### config.mk
export PLATFORM = sky130hd
export DESIGN_NAME = adc_lane_demux
export DESIGN_NICKNAME = d
export VERILOG_FILES = /design/src/rtl/adc_demux_pkg.sv /design/src/rtl/hold_sync.sv /design/src/rtl/sample_delay.sv /design/src/rtl/lane_split.sv /design/src/rtl/adc_lane_demux.sv
export SDC_FILE = /design/constraint.sdc
export NUM_CORES = 1
export LEC_CHECK = 0
export BUFFER_PORTS_ARGS = -buffer_cell sky130_fd_sc_hd__buf_4
export CORE_UTILIZATION = 52
export CTS_CLUSTER_DIAMETER = 50
export DETAILED_ROUTE_END_ITERATION = 8
export PLACE_DENSITY = 0.83
export REMOVE_ABC_BUFFERS = 1
export SLEW_MARGIN = 20
export SYNTH_ARGS = -nofsm -noshare
export SYNTH_HDL_FRONTEND = slang
export SYNTH_HIERARCHICAL = 1
export SYNTH_SLANG_ARGS = --single-unit
export TNS_END_PERCENT = 50
### constraint.sdc
create_clock -name clk -period 1.2 [get_ports clk]
set_input_delay 0.12 -clock clk [delete_from_list [all_inputs] [get_ports clk]]
set_output_delay 0.12 -clock clk [all_outputs]
set_load 0.01 [all_outputs]
### src/rtl/adc_demux_pkg.sv
package adc_demux_pkg;
  typedef enum logic {LANE_A = 1'b0, LANE_B = 1'b1} lane_e;
endpackage

### src/rtl/hold_sync.sv
module hold_sync #(
  parameter int STAGES = 2
) (
  input  logic clk,
  input  logic rst_n,
  input  logic async_in,
  output logic sync_out
);
  logic [STAGES-1:0] sh;

  always_ff @(posedge clk or negedge rst_n) begin
    if (!rst_n) sh[0] <= 1'b0;
    else        sh[0] <= async_in;
  end

  for (genvar i = 1; i < STAGES; i++) begin : g_stage
    always_ff @(posedge clk or negedge rst_n) begin
      if (!rst_n) sh[i] <= 1'b0;
      else        sh[i] <= sh[i-1];
    end
  end

  assign sync_out = sh[STAGES-1];
endmodule

### src/rtl/sample_delay.sv
module sample_delay #(
  parameter int W     = 12,
  parameter int DEPTH = 40
) (
  input  logic         clk,
  input  logic         rst_n,
  input  logic [W-1:0] din,
  output logic         tail_vld,
  output logic [W-1:0] tail_dat
);
  logic [DEPTH-1:0] vld;
  logic [W-1:0]     dat [DEPTH];

  always_ff @(posedge clk or negedge rst_n) begin
    if (!rst_n) vld <= '0;
    else        vld <= {vld[DEPTH-2:0], 1'b1};
  end

  always_ff @(posedge clk) begin
    dat[0] <= din;
    for (int i = 1; i < DEPTH; i++) dat[i] <= dat[i-1];
  end

  assign tail_vld = vld[DEPTH-1];
  assign tail_dat = dat[DEPTH-1];
endmodule

### src/rtl/lane_split.sv
module lane_split
  import adc_demux_pkg::*;
#(
  parameter int W = 12
) (
  input  logic         clk,
  input  logic         rst_n,
  input  logic         tail_vld,
  input  logic [W-1:0] tail_dat,
  input  logic         hold_s,
  output logic [W-1:0] a_data,
  output logic         a_rdy,
  output logic [W-1:0] b_data,
  output logic         b_rdy
);
  localparam logic [W-1:0] TOP_BIT = {1'b1, {(W-1){1'b0}}};

  function automatic logic [W-1:0] ob_to_tc(input logic [W-1:0] c);
    return c ^ TOP_BIT;
  endfunction

  lane_e      next_lane;
  logic       emit;
  logic       load_a;
  logic       load_b;

  assign emit   = tail_vld && !hold_s;
  assign load_a = emit && (next_lane == LANE_A);
  assign load_b = emit && (next_lane == LANE_B);

  always_ff @(posedge clk or negedge rst_n) begin
    if (!rst_n) begin
      next_lane <= LANE_A;
      a_data    <= '0;
      b_data    <= '0;
      a_rdy     <= 1'b0;
      b_rdy     <= 1'b0;
    end else begin
      a_rdy <= load_a;
      b_rdy <= load_b;
      if (load_a) a_data <= ob_to_tc(tail_dat);
      if (load_b) b_data <= ob_to_tc(tail_dat);
      if (hold_s)      next_lane <= LANE_A;
      else if (load_a) next_lane <= LANE_B;
      else if (load_b) next_lane <= LANE_A;
    end
  end


  rdy_exclusive_chk: assert property (@(posedge clk) disable iff (!rst_n)
    !(a_rdy && b_rdy));

  a_pulse_width_chk: assert property (@(posedge clk) disable iff (!rst_n)
    a_rdy |=> !a_rdy);

  b_follows_a_chk: assert property (@(posedge clk) disable iff (!rst_n)
    b_rdy |-> $past(a_rdy));

  a_data_stable_chk: assert property (@(posedge clk) disable iff (!rst_n)
    (a_data != $past(a_data)) |-> a_rdy);

  b_data_stable_chk: assert property (@(posedge clk) disable iff (!rst_n)
    (b_data != $past(b_data)) |-> b_rdy);

  hold_blocks_chk: assert property (@(posedge clk) disable iff (!rst_n)
    hold_s |=> (!a_rdy && !b_rdy));

  empty_quiet_chk: assert property (@(posedge clk) disable iff (!rst_n)
    !tail_vld |=> (!a_rdy && !b_rdy));

  resume_on_a_chk: assert property (@(posedge clk) disable iff (!rst_n)
    ($past(hold_s) && !hold_s && tail_vld) |=> a_rdy);
endmodule

### src/rtl/adc_lane_demux.sv
module adc_lane_demux #(
  parameter int CODE_W      = 12,
  parameter int LATENCY     = 40,
  parameter int SYNC_STAGES = 2
) (
  input  logic              clk,
  input  logic              rst_n,
  input  logic [CODE_W-1:0] code_in,
  input  logic              lag_req,
  output logic [CODE_W-1:0] a_data,
  output logic              a_rdy,
  output logic [CODE_W-1:0] b_data,
  output logic              b_rdy
);
  localparam int DELAY_DEPTH = LATENCY;

  logic              hold_s;
  logic              tail_vld;
  logic [CODE_W-1:0] tail_dat;

  hold_sync #(.STAGES(SYNC_STAGES)) u_sync (
    .clk      (clk),
    .rst_n    (rst_n),
    .async_in (lag_req),
    .sync_out (hold_s)
  );

  sample_delay #(.W(CODE_W), .DEPTH(DELAY_DEPTH)) u_delay (
    .clk      (clk),
    .rst_n    (rst_n),
    .din      (code_in),
    .tail_vld (tail_vld),
    .tail_dat (tail_dat)
  );

  lane_split #(.W(CODE_W)) u_split (
    .clk      (clk),
    .rst_n    (rst_n),
    .tail_vld (tail_vld),
    .tail_dat (tail_dat),
    .hold_s   (hold_s),
    .a_data   (a_data),
    .a_rdy    (a_rdy),
    .b_data   (b_data),
    .b_rdy    (b_rdy)
  );
endmodule

Yosys cells after proc, flatten, opt, wreduce, memory -nomap -nowiden
Memories as Yosys holds them, arrays and structs flattened. Cells that the tools add are included.

Muxes and demuxes: 3. Bitwise gates (word level): 2. Reductions and logical operators: 5.

Operator list (number): 1-bit logical AND (3); 1-bit two-way mux (3); 3-bit nonzero test (1); 1-bit NOT (2); 1-bit zero test (1).

Register bits after elaboration: 69. RAM bits: 480. Input bits: 15. Output and inout port bits: 26. Word-level logic and storage cells: 19. Memories: 1.

Memory list: u_delay.dat (depth 40, bits a word 12, read ports 40, clocked after Yosys merged registers in 0, write ports 40, line sample_delay.sv:12) `logic [W-1:0] dat [DEPTH];`.

Depth between registers and ports, before layout
Gate-level depths: netlist of the first run.

Depth after elaboration: 6. Mapped depth: 3. Gate-level depth less buffers: 2.

By module
The synthesis of the first run kept the hierarchy.

Modules (own cells, without submodules): sample_delay (times used 1, cells each 533, area an instance 10704.0 sq um); lane_split (times used 1, cells each 60, area an instance 1019.7 sq um); hold_sync (times used 1, cells each 2, area an instance 50.0 sq um).

Worst setup path after synthesis of the first run
Ideal clock, no wire load.

Path type: reg-to-reg. Start: reg u_split.next_lane. End: reg u_split.a_data[0]. Arrival: 1.147 ns. Slack: -0.075 ns. Cell stages (with the launch flop): 4. Path buffers: 1. Period minus slack after synthesis: 1.275 ns. Cell sequence: dfrtp_1 > nor3b_4 > buf_6 > mux2_1.

Cells in the longest elaborated chain, start to end: 2.

Ends and longest elaborated chain: start: declaration (line lane_split.sv:22) `lane_e next_lane;`; start signal: assignment (line lane_split.sv:33) `next_lane <= LANE_A;`; start signal: assignment (line lane_split.sv:43) `if (hold_s) next_lane <= LANE_A;`; start signal: assignment (line lane_split.sv:44) `else if (load_a) next_lane <= LANE_B;`; 1-bit NOT (line lane_split.sv:28) `assign load_a = emit && (next_lane == LANE_A);`; 1-bit logical AND (line lane_split.sv:28); net u_split.load_a (line lane_split.sv:24) `logic load_a;`; end signal: assignment (line lane_split.sv:41) `if (load_a) a_data <= ob_to_tc(tail_dat);`; end: declaration (line lane_split.sv:11) `output logic [W-1:0] a_data,`.

The timed path passes the listed nets, and every way through them passes these cells. A chain may end at the register's enable or synchronous reset.

Final worst setup path of the first run
Start: reg u_sync.sh[1] (netlist: u_sync/sync_out). End: reg u_split.a_data[9].

Cells in the longest elaborated chain, start to end: 3.

Ends and longest elaborated chain: start: declaration (line hold_sync.sv:9) `logic [STAGES-1:0] sh;`; start signal: indexed assignment (line hold_sync.sv:19) `else sh[i] <= sh[i-1];`; 1-bit zero test (line lane_split.sv:27) `assign emit = tail_vld && !hold_s;`; 1-bit logical AND (line lane_split.sv:27); 1-bit logical AND (line lane_split.sv:28).

No other way between the ends.

==> results.yml, run 1 <==
run_status:
  status: "finished, violations left"
  violations: "DRC, setup timing"
critical_path:
  reg2reg_slack_ns: -0.16
  r2r-start: "u_sync/sync_out$_DFF_PN0_"
  arrival_ns: 1.76
  rr_worst_depth: 3
  worst_setup_path_end_kind: "register"
  critPathMaxFanout: 13
  crit_type: "reg -> reg"
  worstSetupStartpointType: "register"
  r2r-end: "u_split/a_data[9]$_DFFE_PN0P_"
  cp_data_required_time_ns: 1.60
  setup.worst_path.start: "u_sync/sync_out$_DFF_PN0_"
clock_network:
  cts.reportedPaths.clkPinSlew_ns: 0.07
  root_buffer: "clkbuf_16"
  tritoncts: "built"
  htree_levels: 2
  cts_sinks: 549
  clk_latency_ns: 0.53
  clockBufferDepth: 3
  cts-buffers-inserted: 44
timing:
  setup_violations: 23
  hold_viol: 0
  timing.final.crit_share_pct: 114
  fin_crit_ns: 1.36
  max_freq_ghz: 0.733
  fin_skew_ns: 0.0151
  drv_slew: 0
  rsz0062_at_grt: "yes"
  layout_setup_ws_ns: -0.165
worst_hold_path:
  hp-class: "in -> async"
floorplan:
  fp.dieW_um: 152
  core_area_sq_um: 22000
  rows: 54
  start_util_pct: 53.5
  io_pins: 41
  die_area_sq_um: 23200
  die_h_um: 152
logic_synthesis:
  postSynthRegisterBits: 549
  synth_fa_ha_area_share_pct: 0
  synth_cell_types: 13
  yosysWarningCount: 6
  synth_compound_gate_area_share_pct: 0
  synthXorXnorAreaFrac_pct: 0.0744
  synthSimpleGateAreaFrac_pct: 0.287
  synth_top_family_by_area: "multiplexers"
  muxShareOfSynthArea_pct: 2.27
  ys_seq_area_share_pct: 96.3
  synth_area_per_cell_sq_um: 19.8
  synthCells: 595
  synth_area_sq_um: 11800
power:
  total_power_mw: 35.0
  netSwitchingPower_mw: 6.70
  p_clk_share_pct: 41.6
  p_int_mw: 28.3
  seqPwrFrac_pct: 56.3
  power.density_nw_per_um2: 2470
  p_leak_nw: 6.15
  peakVddDrop_uv: 1970
  swShare_pct: 19.2
  p_comb_share_pct: 2.1
grt:
  grt_max_degree: 52
  grt_pass1_wl_um: 22600
  first_global_vias: 4627
  use_met1_pct: 13.6
  gr-total-overflow: 0
  grt_usage_pct: 12.4
  antenna_found_initial: 0
  grt.met3_usage_pct: 3.53
  grt-busiest-layer: "met2"
  use_met2_pct: 22.4
route:
  wl_per_cell_um: 13.8
  vias_per_cell: 4.15
  drt_wl_total_um: 13800
  drtIter0Drc: 145
  vias: 4167
  drc: 10
  dr.pass1.iters: 6
  ant_nets: 0
placement:
  port_buffers: 40
  dp_hpwl_um: 6200
  gp_congestion: 0.678
cells_and_area:
  fin_util_pct: 64.4
  nets: 706
  insertedDiodeCount: 0
  drive_gt1_share_pct: 19.5
  synthToLayoutAreaGrowth_pct: 20.5
flow_run:
  max-cap-violations: 0
-- layer usage --
layer  wire, um  up-vias
met5          0        -
met4        251        0
met1       5600     2001
met3        684       28
met2       7290       96
li1           -     2042
-- critical path, cell delays in order, from the launching register on --
cell	delay (ns)
dfrtp_1	0.44
nor3b_4	0.27
buf_12	0.19
mux2_1	0.33
-- cells in the mapped netlist (all sizes together) --
cell type	n	share of area (%)
nor3b	1	0.16
nor2	1	0.032
dfrtp	69	15
dfxtp	480	82
mux2i	2	0.17
buf	14	0.96
nand3b	1	0.096
xnor2	1	0.074
inv	3	0.096
conb	1	0.032
mux2	22	2.1
-- flip-flops by register name, indices dropped and copies added, names as in the netlist --
signal and count:
u_split/a_rdy 1, u_split/next_lane 1, u_sync/sync_out 1, u_sync/sh 1
u_split/b_data 12, u_split/b_rdy 1, u_delay/vld 40, u_delay/dat 480
u_split/a_data 12
-- cell type report --
cell class	count	area, sq um
Clock buffer	59	1290
Clock inverter	20	221
Fill cell	1441	7840
Inverter	3	11.3
Multi-Input combinational cell	29	342
Sequential cell	549	11300
Tap cell	280	350
Timing Repair Buffer	64	632
-- kinds of logic (layout without fill, tap and decap cells) --
logic type | after synthesis | count (layout)
AND/OR/NAND/NOR | 3 | 3
multiplexers | 24 | 24
other | 1 | 1
XOR/XNOR | 1 | 1
flip-flops | 549 | 549
buffers and inverters | 17 | 146
-- what timing repair did --
item	4_1_cts	5_1_grt
endpoints found under the hold margin	82	0
gates resized for setup	16	14
endpoints found under the setup margin	33	44
setup buffers	5	0
gates cloned	0	0
hold buffers	16	0
-- per-stage QoR --
stage / worst slack, ns / cell area, sq um / cells / hold slack [ns] / setup TNS (ns)
final: -0.165 / 14200 / 1004 / 0.135 / -2.22
after global routing: -0.192 / 14200 / 1004 / 0.161 / -3.25
after CTS: -0.125 / 14100 / 1004 / 0.123 / -1.83
after detailed placement: -0.180 / 12400 / 904 / 0.00729 / -2.96
after global placement: -0.0576 / 12400 / 904 / -0.00783 / -1.14
after floorplan: -0.184 / 11700 / 581 / -0.176 / -2.02
-- worst max path at each step --
stage / to / slack (ns) / depth (start not counted)
after floorplan: u_split/a_data[2]$_DFFE_PN0P_ / -0.18 / 2
after global placement: u_split/b_data[5]$_DFFE_PN0P_ / -0.06 / 2
after detailed placement: u_split/b_data[3]$_DFFE_PN0P_ / -0.18 / 2
after CTS: u_split/a_data[4]$_DFFE_PN0P_ / -0.12 / 3
after global routing: u_split/a_data[9]$_DFFE_PN0P_ / -0.19 / 3
final: u_split/a_data[9]$_DFFE_PN0P_ / -0.16 / 3
-- cell usage in the layout (no fill, tap or decap), types with 2 or more instances in the layout --
master / n
dfxtp_1: 480
dfrtp_1: 68
clkbuf_16: 48
buf_4: 23
buf_6: 23
dlygate4sd3_1: 16
mux2_2: 12
clkinv_2: 10
clkbuf_1: 6
clkbuf_8: 5
mux2_1: 5
mux2_4: 5
bufinv_16: 4
inv_6: 3
inv_1: 3
clkinv_4: 2
buf_12: 2
mux2i_1: 2
-- power by group through the flow --
stage | sequential (mW) | clock [mW] | combinational, mW
finish | 19.7 | 14.5 | 0.743
global route | 19.8 | 15.7 | 0.785
CTS | 19.7 | 14.9 | 0.685
detailed placement | 20.1 | 0 | 0.563
global placement | 20.0 | 0 | 0.535
floorplan | 20.0 | 0 | 0.145
(Power assumes the default switching activity.)
==> inputs of run 2 (changes only) <==
--- a/config.mk
+++ b/config.mk
@@ -6,10 +6,11 @@
 export NUM_CORES = 1
 export LEC_CHECK = 0
 export BUFFER_PORTS_ARGS = -buffer_cell sky130_fd_sc_hd__buf_4
-export CORE_UTILIZATION = 52
+export CORE_UTILIZATION = 56
+export CTS_BUF_LIST = sky130_fd_sc_hd__clkbuf_4
 export CTS_CLUSTER_DIAMETER = 50
 export DETAILED_ROUTE_END_ITERATION = 8
-export PLACE_DENSITY = 0.83
+export PLACE_DENSITY = 0.88
 export REMOVE_ABC_BUFFERS = 1
 export SLEW_MARGIN = 20
 export SYNTH_ARGS = -nofsm -noshare
==> run 2 against run 1 <==
The run ends with setup timing left. Core utilization rose by 4.8 points. Sequential power about the same. Combinational power rose by 18%. Critical path type unchanged. Critical endpoint is now u_split/a_data[1]$_DFFE_PN0P_.
==> results.yml, run 2 (synthesis results as in run 1) <==
critical_path:
  arrival_ns: 1.91
  worstSetupStartpointType: "register"
  critPathSlowestCell: "dfrtp_2"
  reg2reg_slack_ns: -0.16
  cp_cell_sequence: "nor3b_4 > buf_6 > mux2_4"
  cp_data_required_time_ns: 1.74
  critPathTopFamily: "flip-flops"
  rr_worst_depth: 3
  r2r-end: "u_split/a_data[1]$_DFFE_PN0P_"
  path_buf_inv: 1
  r2r-start: "u_split/next_lane$_DFFE_PN0P_"
  critPathMaxFanout: 7
  worst_setup_path_end_kind: "register"
  crit_type: "reg -> reg"
  cpPeakStageDelay_ns: 0.45
cells_and_area:
  nets: 782
  largest_register_ff_count: 480
  insertedDiodeCount: 0
  synthToLayoutAreaGrowth_pct: 20.1
  largest_register: "u_delay/dat"
  top_regs: "u_delay/dat x480, u_delay/vld x40"
  final_cell_mix: "480 x dfxtp_1, 166 x clkbuf_4, 67 x dfrtp_1, 28 x buf_4, 28 x buf_6"
  drive_gt1_share_pct: 30.0
  layout_commonest_cell: "dfxtp_1"
run_status:
  status: "finished, violations left"
  violations: "setup timing"
grt:
  grt_pass1_wl_um: 23000
  first_global_vias: 5166
  antenna_found_initial: 0
  grt_usage_pct: 13.7
  gr-total-overflow: 0
  grt_max_degree: 44
timing:
  fin_crit_ns: 1.36
  setup_violations: 49
  max_freq_ghz: 0.734
  drv_slew: 0
  layout_setup_ws_ns: -0.162
  holdWs_ns: 0.0794
  hold_viol: 0
  rsz0062_at_grt: "yes"
  fin_skew_ns: 0.0458
  finalSetupTns_ns: -5.37
  timing.final.crit_share_pct: 113
route:
  drc: 0
  drtIter0Drc: 180
  dr.pass1.iters: 3
  wl_per_cell_um: 12.7
  drt_wl_total_um: 14200
  vias_per_cell: 4.11
  ant_nets: 0
  vias: 4600
floorplan:
  rows: 52
  die_h_um: 147
  die_area_sq_um: 21600
  fp.dieW_um: 147
  core_area_sq_um: 20400
  io_pins: 41
  start_util_pct: 57.6
clock_network:
  tritoncts: "built"
  clk_latency_ns: 0.70
  htree_levels: 3
  cts-buffers-inserted: 112
  clockBufferDepth: 3
  root_buffer: "clkbuf_4"
  cts.reportedPaths.clkPinSlew_ns: 0.08
  cts_sinks: 549
power:
  power.density_nw_per_um2: 2350
  peakVddDrop_uv: 1490
  p_leak_nw: 6.28
  total_power_mw: 33.2
worst_hold_path:
  min_path_cells: 2
  hold_start: "code_in[5]"
  hold_end: "u_delay/dat[0][5]$_DFF_P_"
  hp-class: "in -> reg"
flow_run:
  max-cap-violations: 0
placement:
  dp_hpwl_um: 6770
  port_buffers: 40
  gp_congestion: 0.721
==> run 2: how the worst max path moves through the flow <==
stage,startpoint,end,slack [ns],cells past startpoint
floorplan,u_split/next_lane$_DFFE_PN0P_,u_split/a_data[2]$_DFFE_PN0P_,-0.18,2
global placement,u_sync/sync_out$_DFF_PN0_,u_split/b_data[3]$_DFFE_PN0P_,-0.07,2
detailed placement,u_sync/sync_out$_DFF_PN0_,u_split/b_data[8]$_DFFE_PN0P_,-0.17,2
CTS,u_split/b_data[0]$_DFFE_PN0P_,b_data[0],-0.19,1
global route,u_split/b_data[9]$_DFFE_PN0P_,b_data[9],-0.24,1
finish,u_split/next_lane$_DFFE_PN0P_,u_split/a_data[1]$_DFFE_PN0P_,-0.16,3
==> run 2: stage by stage <==
stage / setup slack (ns) / util, % / area [sq um] / std cells
after CTS: -0.194 / 68.8 / 14100 / 1110
after floorplan: -0.184 / - / 11700 / 581
after global placement: -0.0738 / 60.4 / 12300 / 894
after detailed placement: -0.172 / 60.4 / 12300 / 894
after global routing: -0.244 / 69.2 / 14100 / 1118
final: -0.162 / 69.2 / 14100 / 1118
==> run 2: per-layer routing <==
metal | GRT usage (%) | vias to the layer above | routed length (um)
li1 | - | 2257 | -
met1 | 13.5 | 2208 | 5540
met2 | 24.7 | 100 | 7810
met3 | 5.09 | 35 | 493
met4 | 7.99 | 0 | 380
met5 | 0 | - | 0
==> run 2: power by group <==
part / leakage (nW) / internal, mW / switching (mW)
clock: 0.828 / 6.53 / 6.08
sequential: 4.88 / 19.3 / 0.373
combinational: 0.577 / 0.576 / 0.304
total: 6.28 / 26.4 / 6.76
==> run 2: repair_timing <==
action | in CTS | in global routing
hold buffers | 15 | 0
setup buffers | 6 | 8
gates resized for setup | 35 | 7
setup endpoints to repair | 49 | 49
endpoints found under the hold margin | 82 | 0
pin swaps | 0 | 1
==> run 2: area by class of cell <==
| type | instances | area, sq um |
|---|---|---|
| fillers | 1255 | 6290 |
| repair buffers | 72 | 696 |
| clock buffers | 166 | 1250 |
| inverters | 3 | 11.3 |
| well taps | 270 | 338 |
| clock inverters | 29 | 144 |
| flip-flops and latches | 549 | 11300 |
| multi-input cells | 29 | 364 |
